$ cat src/rtl/useq_pkg.sv
package useq_pkg;

  typedef enum logic [1:0] {
    BR_JUMP = 2'b00,
    BR_CALL = 2'b01,
    BR_RET  = 2'b10,
    BR_MAP  = 2'b11
  } brKind_e;

  typedef enum logic [1:0] {
    CS_ALWAYS   = 2'b00,
    CS_INDIRECT = 2'b01,
    CS_SIGN     = 2'b10,
    CS_ZERO     = 2'b11
  } condSel_e;

  // strobes from control to datapath
  typedef struct packed {
    logic takeInc;
    logic takeJump;
    logic takeMap;
    logic takeRet;
    logic saveRet;
  } seqStrobe_t;

endpackage

$ cat src/rtl/useq_ctrl.sv
module useq_ctrl
  import useq_pkg::*;
(
  input  logic       clk,
  input  logic       rst,
  input  logic [1:0] condSel,
  input  logic [1:0] brKind,
  input  logic       irIndirect,
  input  logic       statusSign,
  input  logic       statusZero,
  output seqStrobe_t strb
);

  logic condTrue;

  always_comb begin
    unique case (condSel_e'(condSel))
      CS_ALWAYS:   condTrue = 1'b1;
      CS_INDIRECT: condTrue = irIndirect;
      CS_SIGN:     condTrue = statusSign;
      CS_ZERO:     condTrue = statusZero;
      default:     condTrue = 1'b1;
    endcase
  end

  always_comb begin
    strb = '0;
    if (!condTrue) begin
      strb.takeInc = 1'b1;
    end else begin
      unique case (brKind_e'(brKind))
        BR_JUMP: strb.takeJump = 1'b1;
        BR_CALL: begin
          strb.takeJump = 1'b1;
          strb.saveRet  = 1'b1;
        end
        BR_RET:  strb.takeRet = 1'b1;
        BR_MAP:  strb.takeMap = 1'b1;
        default: strb.takeInc = 1'b1;
      endcase
    end
  end


  one_source_chk: assert property (@(posedge clk) disable iff (rst)
    $onehot({strb.takeInc, strb.takeJump, strb.takeMap, strb.takeRet}));


  save_with_jump_chk: assert property (@(posedge clk) disable iff (rst)
    strb.saveRet |-> (strb.takeJump && brKind == 2'b01));

endmodule

$ cat src/rtl/useq_path.sv
module useq_path
  import useq_pkg::*;
#(
  parameter int ADDR_W     = 7,
  parameter int OP_W       = 4,
  parameter int SLOT_W     = 2,
  parameter int RESET_ADDR = 64
) (
  input  logic              clk,
  input  logic              rst,
  input  seqStrobe_t        strb,
  input  logic [ADDR_W-1:0] brAddr,
  input  logic [OP_W-1:0]   irOpcode,
  output logic [ADDR_W-1:0] car,
  output logic              carValid
);

  localparam int PAD_W = ADDR_W - OP_W - SLOT_W;
  localparam logic [ADDR_W-1:0] START = ADDR_W'(RESET_ADDR);

  logic [ADDR_W-1:0] retReg;
  logic [ADDR_W-1:0] carPlus;
  logic [ADDR_W-1:0] mapAddr;
  logic [ADDR_W-1:0] nextAddr;

  assign carPlus = car + 1'b1;

  generate
    if (PAD_W > 0) begin : g_pad
      assign mapAddr = {{PAD_W{1'b0}}, irOpcode, {SLOT_W{1'b0}}};
    end else begin : g_nopad
      assign mapAddr = {irOpcode, {SLOT_W{1'b0}}};
    end
  endgenerate

  always_comb begin
    if (strb.takeJump)     nextAddr = brAddr;
    else if (strb.takeMap) nextAddr = mapAddr;
    else if (strb.takeRet) nextAddr = retReg;
    else                   nextAddr = carPlus;
  end

  always_ff @(posedge clk) begin
    if (rst) begin
      car      <= START;
      retReg   <= START;
      carValid <= 1'b0;
    end else begin
      car      <= nextAddr;
      carValid <= 1'b1;
      if (strb.saveRet) retReg <= carPlus;
    end
  end


  inc_step_chk: assert property (@(posedge clk) disable iff (rst)
    strb.takeInc |=> car == ADDR_W'($past(car) + 1'b1));


  map_slot_chk: assert property (@(posedge clk) disable iff (rst)
    strb.takeMap |=> (car[SLOT_W-1:0] == '0 && car[SLOT_W +: OP_W] == $past(irOpcode)));


  call_save_chk: assert property (@(posedge clk) disable iff (rst)
    strb.saveRet |=> (retReg == ADDR_W'($past(car) + 1'b1) && car == $past(brAddr)));


  ret_load_chk: assert property (@(posedge clk) disable iff (rst)
    strb.takeRet |=> car == $past(retReg));


  valid_high_chk: assert property (@(posedge clk) disable iff (rst)
    !rst |=> carValid);

endmodule

$ cat src/rtl/uaddr_seq.sv
module uaddr_seq
  import useq_pkg::*;
#(
  parameter int ADDR_W     = 7,
  parameter int OP_W       = 4,
  parameter int SLOT_W     = 2,
  parameter int RESET_ADDR = 64
) (
  input  logic              clk,
  input  logic              rst,
  input  logic [1:0]        condSel,
  input  logic [1:0]        brKind,
  input  logic [ADDR_W-1:0] brAddr,
  input  logic [OP_W-1:0]   irOpcode,
  input  logic              irIndirect,
  input  logic              statusSign,
  input  logic              statusZero,
  output logic [ADDR_W-1:0] carOut,
  output logic              carValid
);

  seqStrobe_t strb;

  useq_ctrl i_ctrl (
    .clk        (clk),
    .rst        (rst),
    .condSel    (condSel),
    .brKind     (brKind),
    .irIndirect (irIndirect),
    .statusSign (statusSign),
    .statusZero (statusZero),
    .strb       (strb)
  );

  useq_path #(
    .ADDR_W     (ADDR_W),
    .OP_W       (OP_W),
    .SLOT_W     (SLOT_W),
    .RESET_ADDR (RESET_ADDR)
  ) i_path (
    .clk      (clk),
    .rst      (rst),
    .strb     (strb),
    .brAddr   (brAddr),
    .irOpcode (irOpcode),
    .car      (carOut),
    .carValid (carValid)
  );

endmodule

$ cat config.mk
export PLATFORM = sky130hd
export DESIGN_NAME = uaddr_seq
export DESIGN_NICKNAME = d
export VERILOG_FILES = /design/src/rtl/useq_pkg.sv /design/src/rtl/useq_ctrl.sv /design/src/rtl/useq_path.sv /design/src/rtl/uaddr_seq.sv
export SDC_FILE = /design/constraint.sdc
export NUM_CORES = 1
export LEC_CHECK = 0
export ABC_AREA = 1
export BUFFER_PORTS_ARGS = -buffer_cell sky130_fd_sc_hd__buf_2
export CORE_UTILIZATION = 45
export DETAILED_ROUTE_END_ITERATION = 8
export PLACE_DENSITY = 0.7
export SYNTH_ARGS = -nofsm -noshare
export SYNTH_HDL_FRONTEND = slang
export SYNTH_SLANG_ARGS = --single-unit
$ cat constraint.sdc
create_clock -name clk -period 2.74 [get_ports clk]
set_clock_uncertainty 0.15 [all_clocks]
set_input_delay 0.274 -clock clk [delete_from_list [all_inputs] [get_ports clk]]
set_output_delay 0.274 -clock clk [all_outputs]
set_load 0.005 [all_outputs]
# Word level (Yosys, flattened, before mapping)
# Index checks and enable logic that the tools add are counted.
# totals
output_inout_bits	8
register_bits	15
input_bits	20
# op_classes
n_addsub	1
n_reduce_logical	3
eq_ne	6
mux	10
# ops
cell	n
7-bit 2-to-1 mux	3
2-bit equality test, second input constant	4
7-bit by 1-bit adder with 7-bit output, second input constant	1
1-bit 2-to-1 mux	5
2-bit by 1-bit equality test with 1-bit output, second input constant	2
2-bit zero test	2
4-bit 2-to-1 mux	1
1-bit case mux with 4 select lines	1
2-bit OR reduction	1

# Logic depth before layout (Yosys ltp)
# Gate-level depths: netlist of the first run.
# logic_depth
ltp_word	7
ltp_mapped	10

# Cells and area by module
# From an unflattened synthesis of the first run, not the netlist that was laid out.
# unflattened
hier_cells	123
area_unflattened_um2	840.8
# by_module_without_submodules
mod	seq_area_each_um2	instances	cells_per_inst	area_per_inst_um2
useq_path	300.3	1	107	777.0
useq_ctrl	0.0	1	16	63.8

# Worst setup path after synthesis of the first run
# No wires, ideal clock.
# synth_path
path_type	register to register
start	register i_path.car[0]
end	register i_path.car[6]
path_stages_with_launch	7
slack_ns	1.433
arrival_ns	1.032
path_buffers	0
synth_period_minus_slack_ns	1.307
cell_sequence	dfxtp_1 ha_1 nand3_1 nor2_1 xor2_1 o21ai_0 nand3_1
# synth_between
elab_chain_cells	4
# synth_lines
element	line_no	source
start: declaration	useq_path.sv:14	output logic [ADDR_W-1:0] car,
start signal: assignment	useq_path.sv:49	car <= nextAddr;
7-bit by 1-bit adder with 7-bit output	useq_path.sv:26	assign carPlus = car + 1'b1;
7-bit 2-to-1 mux	useq_path.sv:39	else if (strb.takeRet) nextAddr = retReg;
7-bit 2-to-1 mux	useq_path.sv:38	else if (strb.takeMap) nextAddr = mapAddr;
7-bit 2-to-1 mux	useq_path.sv:37	if (strb.takeJump) nextAddr = brAddr;
# Every way passes these cells.
# A chain may end at the register's enable or synchronous reset.

# Worst setup path in the final report of the first run
# layout_path
start	register i_path.car[1]
end	register i_path.car[6]
# The elaborated chain is that of the path after synthesis.

==> results of run 1 <==
## power groups by stage
stage	Combinational, W	Sequential (W)	Clock [W]
2_1_floorplan	0.0000783	0.000253	0
3_3_place_gp	0.000121	0.000253	0
3_5_place_dp	0.000124	0.000253	0
4_1_cts	0.000124	0.000248	0.000129
5_1_grt	0.000140	0.000250	0.000139
6_report	0.000124	0.000248	0.000123
## registers in the layout, indices dropped and copies added, names as in the netlist
name and count:
i_path.carValid 1, i_path.retReg 7, i_path.car 7
## metrics by stage
step           hold slack (ps)  utilization, %
6_report                  21.5            59.6
5_1_grt                   8.81            59.6
4_1_cts                   16.2            59.6
3_5_place_dp               307            58.2
3_3_place_gp               302            58.2
2_1_floorplan              193               -
## layout make-up
type	count	share of cell area, %
tap	25	2.94
multi-input combinational	91	44.9
clock buffer	4	2.47
sequential	15	28.2
inverter	24	8.71
timing repair buffer	27	12.7
## final timing paths
| check | startpoint | endpoint | slack, ps | cells after the start |
|---|---|---|---|---|
| worst max-delay path | i_path.car[1] | i_path.car[6] | 1310 | 6 |
| worst min-delay path | rst | i_path.retReg[0] | 20 | 2 |
| worst max register to register | i_path.car[1] | i_path.car[6] | 1310 | 6 |
| worst min register to register | i_path.retReg[6] | i_path.retReg[6] | 330 | 2 |
## critical path, delay by kind of cell (launching register included)
family | cells | cell delay, ps
AO/OA/AOI/OAI | 1 | 150
XOR/XNOR | 1 | 100
adder cells (fa/ha/maj) | 1 | 190
flip-flops | 1 | 360
AND/OR/NAND/NOR | 3 | 340
## cell usage in the layout, fill, tap and decap left out
cell	instances
xor2_1	2
dfxtp_1	15
o21ai_0	4
nor2_1	3
xnor2_1	1
a21oi_1	7
nand4_1	4
clkbuf_1	1
o2111ai_1	1
a21oi_2	1
nand2_4	2
nand2_2	2
inv_4	1
clkbuf_4	3
nor2_2	1
nand3_1	15
o21ai_1	2
buf_2	27
nor2_8	1
inv_1	21
nand2_1	41
inv_2	2
nand3_2	3
ha_1	1
## kinds of logic after synthesis
kind of cell | share of synthesized area [%]
simple gates | 40.7
buf+inv | 11.1
compound gates | 9.43
flops | 34.3
xor+xnor | 3.00
fa+ha+maj | 1.43
## routing by layer
metal	share of wire (%)	wire length, um
met5	0	0
met4	0	0
met3	2.9	59
met2	52	1040
met1	45	912
==> results.toml, run 1 <==
[run]
drv_cap = 0

[route]
via_per_inst = 4.87
dr.pass1.iters = 4
wl_um = 2010
drc_errors = 0
vias = 905
drt_iter0_markers = 17
antenna_left = 0
wl_per_cell_um = 10.8

[grt]
grt-busiest-layer = "met2"
grt_max_degree = 14
met3_usage_pct = 5.88
grt_pass1_vias = 792
overflow = 0
grtUsageMet2_pct = 38.0
grt.total_usage_pct = 21.1
grt_util_met1_pct = 24.9
grt_pass1_wl_um = 3210
antenna_found_initial = 0

[logic_synthesis]
ys_warn_count = 0
synth_cells = 131
synth_edf_count = 0
synth_area_leaders = "dfxtp_1, nand2_1, inv_1, nand3_1, a21oi_1"
ys_ff_latch = 15
syn_nets = 152
avgSynthCellArea_um2 = 6.69
ys_async_sr_fraction_pct = 0
yosys-top-cells-count = "nand2_1, inv_1, dfxtp_1, nand3_1, a21oi_1"
synth_ff_type = "dfxtp_1"
yosysUniqueCellTypes = 22
yosysMostFrequentCell = "nand2_1"
synth_top_area_share_pct = 34.3
seq_area_frac_synth_pct = 34.3
yosys.area.top_type = "dfxtp_1"
syn_area_um2 = 876

[timing]
timing.final.ws_setup_ps = 1310
final_hold_viol_count = 0
tightest_slew_ps = 386
slew_viol_final = 0
timing.final.crit_share_pct = 52.0
fmax_mhz = 702
tns_ps = 0
rsz0062_at_grt = "false"
slew_headroom_pct = 74.2
period_minus_slack_ps = 1430
setup_viol = 0

[finish]
n_antenna_cell = 0
stdcell_count = 186
final_layout_size_suffix_gt1_share_pct = 26.7
ff_latch_area_um2 = 300
multi_input_area_um2 = 478
stdcell_area_mm2 = 0.00106
layout.nets = 183
num-fill-cells = 192
synthToLayoutAreaGrowth_pct = 21.4

[pwr]
p_sw_share_pct = 31.0
p_int_w = 0.000341
switchingPower_w = 0.000153
p_comb_share_pct = 25.0
p_seq_share_pct = 50.1
clkPwrFrac_pct = 24.9
power.density_mw_per_mm2 = 465
ir_drop_uv = 268
leakagePower_nw = 0.591
power_w = 0.000495

[clock_tree]
cts_buffers = 3
clock_latency_ps = 280
cts_setup_buffers = 0
clk_pin_slew_ps = 90
cts_tree = "done"
cts.repair.resized = 0
cts_root_buf = "clkbuf_4"
hold_buffers = 0
clk_path_buf_depth = 2
cts_htree_levels = 1
numClockSinks = 15

[setup_path]
cp.required_ps = 2750
cp.arrival_ps = 1440
critPathMostFrequentCell = "nand3_1"
critPathSlowestCell = "dfxtp_1"
endpoint_kind = "flip-flop"
path_cells = "ha_1 > nand3_1 > nor2_1 > xor2_1 > o21ai_0 > nand3_1"
slowest_delay_ps = 360
cp_max_fo = 3
critical_path_class = "reg2reg"
worstSetupStartpointType = "flip-flop"

[placement]
placed_area_mm2 = 0.00104
port_buffers = 27
dp_hpwl_um = 1670
pre_cts_ws_ps = 1220
place_congestion = 0.817
place.detailed.instances = 182

[die]
die-width_um = 46.1
dieArea_mm2 = 0.00213
num_rows = 15
start_util_pct = 49.1
ioPinCount = 28
core_area_mm2 = 0.00178
die_h_um = 46.1

[worst_hold_path]
hp-class = "in2reg"

[status]
outcome = "completed"
Note: power is estimated with default switching activity, not from simulation.
==> run 2: changes to the inputs <==
- ABC_AREA: 1 -> 0
- CORE_UTILIZATION: 45 -> 43
- PLACE_DENSITY: 0.7 -> 0.71
- clock period: 2.74 -> 1.2 ns (I/O delays scaled with it)
==> run 2 against run 1 <==
  * The flow now finishes with violations (DRC, setup timing)
  * Clock power increased by 130%
  * Wire length decreased by 5.9%
  * Die area decreased by 5.6%
  * Count of clock-buffer cells in the layout unchanged
  * Register-to-register slack got worse by 1400 ps
  * Synthesized cell count decreased by 34%
  * Core utilization increased by 6.4 points
  * Cell count decreased by 19%
  * Fmax increased by 10%
  * Via count decreased by 16%
  * Global-route usage decreased by 0.70 points
  * Critical path depth decreased by 2
  * Critical endpoint is now i_path.retReg[2]
  * Largest power group unchanged
  * Highest routed layer is now met4
==> results.toml, run 2 <==
[worst_hold_path]
hold_end = "i_path.retReg[3]"
hold_depth = 2
worstHoldStart = "rst"
hp-class = "in2reg"

[grt]
antenna_found_initial = 0
grt_pass1_vias = 702
grt_max_degree = 15
grt.total_usage_pct = 20.4
overflow = 0
grt_pass1_wl_um = 2910

[die]
num_rows = 15
die_h_um = 44.8
start_util_pct = 45.7
dieArea_mm2 = 0.00201
die-width_um = 44.8
ioPinCount = 28
core_area_mm2 = 0.00173

[clock_tree]
clk_pin_slew_ps = 90
cts_tree = "done"
cts_buffers = 3
clock_latency_ps = 290
numClockSinks = 15
cts_htree_levels = 1
clk_path_buf_depth = 2
cts_root_buf = "clkbuf_4"

[logic_synthesis]
yosys-top-cells-count = "dfxtp_1, nor2_1, mux2i_1, nand2_1, a21oi_1"
ys_ff_latch = 15
yosysUniqueCellTypes = 27
avgSynthCellArea_um2 = 9.06
synth_edf_count = 0
yosys.area.top_type = "dfxtp_1"
synth_area_leaders = "dfxtp_1, mux2i_1, a211oi_2, nor2_1, a21oi_1"
syn_nets = 108
yosysMostFrequentCell = "dfxtp_1"
synth_ff_type = "dfxtp_1"
synth_top_area_share_pct = 38.1
ys_async_sr_fraction_pct = 0
ys_warn_count = 0
seq_area_frac_synth_pct = 38.1
synth_cells = 87
syn_area_um2 = 788

[timing]
timing.final.ws_setup_ps = -91.1
fmax_mhz = 775
slew_viol_final = 0
setup_viol = 9
timing.final.crit_share_pct = 108
final_hold_viol_count = 0
rsz0062_at_grt = "true"
slew_headroom_pct = 81.0
period_minus_slack_ps = 1290
tightest_slew_ps = 279

[finish]
n_antenna_cell = 0
final_core_util_pct = 66.1
final_common_cell = "buf_2"
most-common-layout-cells = "buf_2, nor2_1, dfxtp_1, buf_4, nand2_1"
stdcell_count = 151
layout.nets = 148
stdcell_area_mm2 = 0.00114
synthToLayoutAreaGrowth_pct = 44.8
reg.largest.list = "i_path.car (7), i_path.retReg (7), i_path.carValid (1)"
final_layout_size_suffix_gt1_share_pct = 48.4

[setup_path]
crit_buf_inv = 1
critical_path_class = "reg2reg"
r2r_cells = 4
path_depth = 4
endpoint_kind = "flip-flop"
rr_endpoint = "i_path.retReg[2]"
r2r_start = "i_path.car[0]"
crit_start = "i_path.car[0]"
worstSetupStartpointType = "flip-flop"
cp.required_ps = 1220
critPathSlowestCell = "dfxtp_4"
r2r_setup_slack_ps = -90
cp_max_fo = 5
slowest_delay_ps = 370
cp_top_family = "flip-flops"
cp.arrival_ps = 1310
path_cells = "ha_4 > xnor2_1 > buf_4 > a211oi_2"

[route]
vias = 760
dr.pass1.iters = 7
wl_per_cell_um = 12.5
drt_iter0_markers = 14
drc_errors = 2
wl_um = 1890
via_per_inst = 5.03
antenna_left = 0

[placement]
pre_cts_ws_ps = -323
place.detailed.instances = 145
port_buffers = 27
placed_area_mm2 = 0.00104
place_congestion = 0.765
dp_hpwl_um = 1460

[pwr]
ir_drop_uv = 808
leakagePower_nw = 0.511
power_w = 0.00117
power.density_mw_per_mm2 = 1020

[status]
outcome = "complete, but fails checks"
violations = "DRC, setup timing"

[run]
drv_cap = 0
run 2: where the power goes:
part	internal [W]	leakage, nW	total (W)	switching (W)
clock	0.000129	0.0150	0.000289	0.000160
sequential	0.000536	0.126	0.000573	0.0000367
combinational	0.000160	0.370	0.000303	0.000143
total	0.000826	0.511	0.00117	0.000339
run 2: metal layers:
| metal | wire [um] | vias up | GRT usage, % |
|---|---|---|---|
| met1 | 768 | 351 | 21.7 |
| li1 | - | 385 | - |
| met5 | 0 | - | 0 |
| met4 | 30 | 0 | 7.88 |
| met3 | 87 | 4 | 6.00 |
| met2 | 1010 | 20 | 37.6 |
run 2: how the worst max path moves through the flow:
stage                                   to  slack [ps]
after floorplan           i_path.retReg[0]        -160
after global placement    i_path.retReg[4]        -280
after detailed placement  i_path.retReg[1]        -320
after CTS                 i_path.retReg[6]        -100
after global routing      i_path.retReg[6]        -140
final                     i_path.retReg[2]         -90
run 2: final cells by class:
cell class	instances	area (um2)
Inverter	3	11.3
Multi-Input combinational cell	64	523
Tap cell	25	31.3
Fill cell	158	586
Sequential cell	15	313
Clock buffer	4	26.3
Timing Repair Buffer	40	236
run 2: cells by family after synthesis:
kind of cell / share of synthesized area (%)
compound gates: 24.0
xor+xnor: 5.56
fa+ha+maj: 1.59
buf+inv: 5.08
flops: 38.1
mux: 8.89
simple gates: 16.8
run 2: metrics by stage:
step / setup TNS, ps / hold WS (ps)
finish: -481 / 13.5
global route: -1020 / 13.4
CTS: -565 / 1.68
detailed placement: -3300 / 292
global placement: -2670 / 282
floorplan: -863 / 98.9
run 2: what timing repair did:
item	4_1_cts	5_1_grt
gates cloned	0	1
pin swaps	4	3
endpoints found under the setup margin	10	13
resized for setup	10	2
hold buffers	1	0
hold endpoints to repair	1	0
buffers inserted	0	0
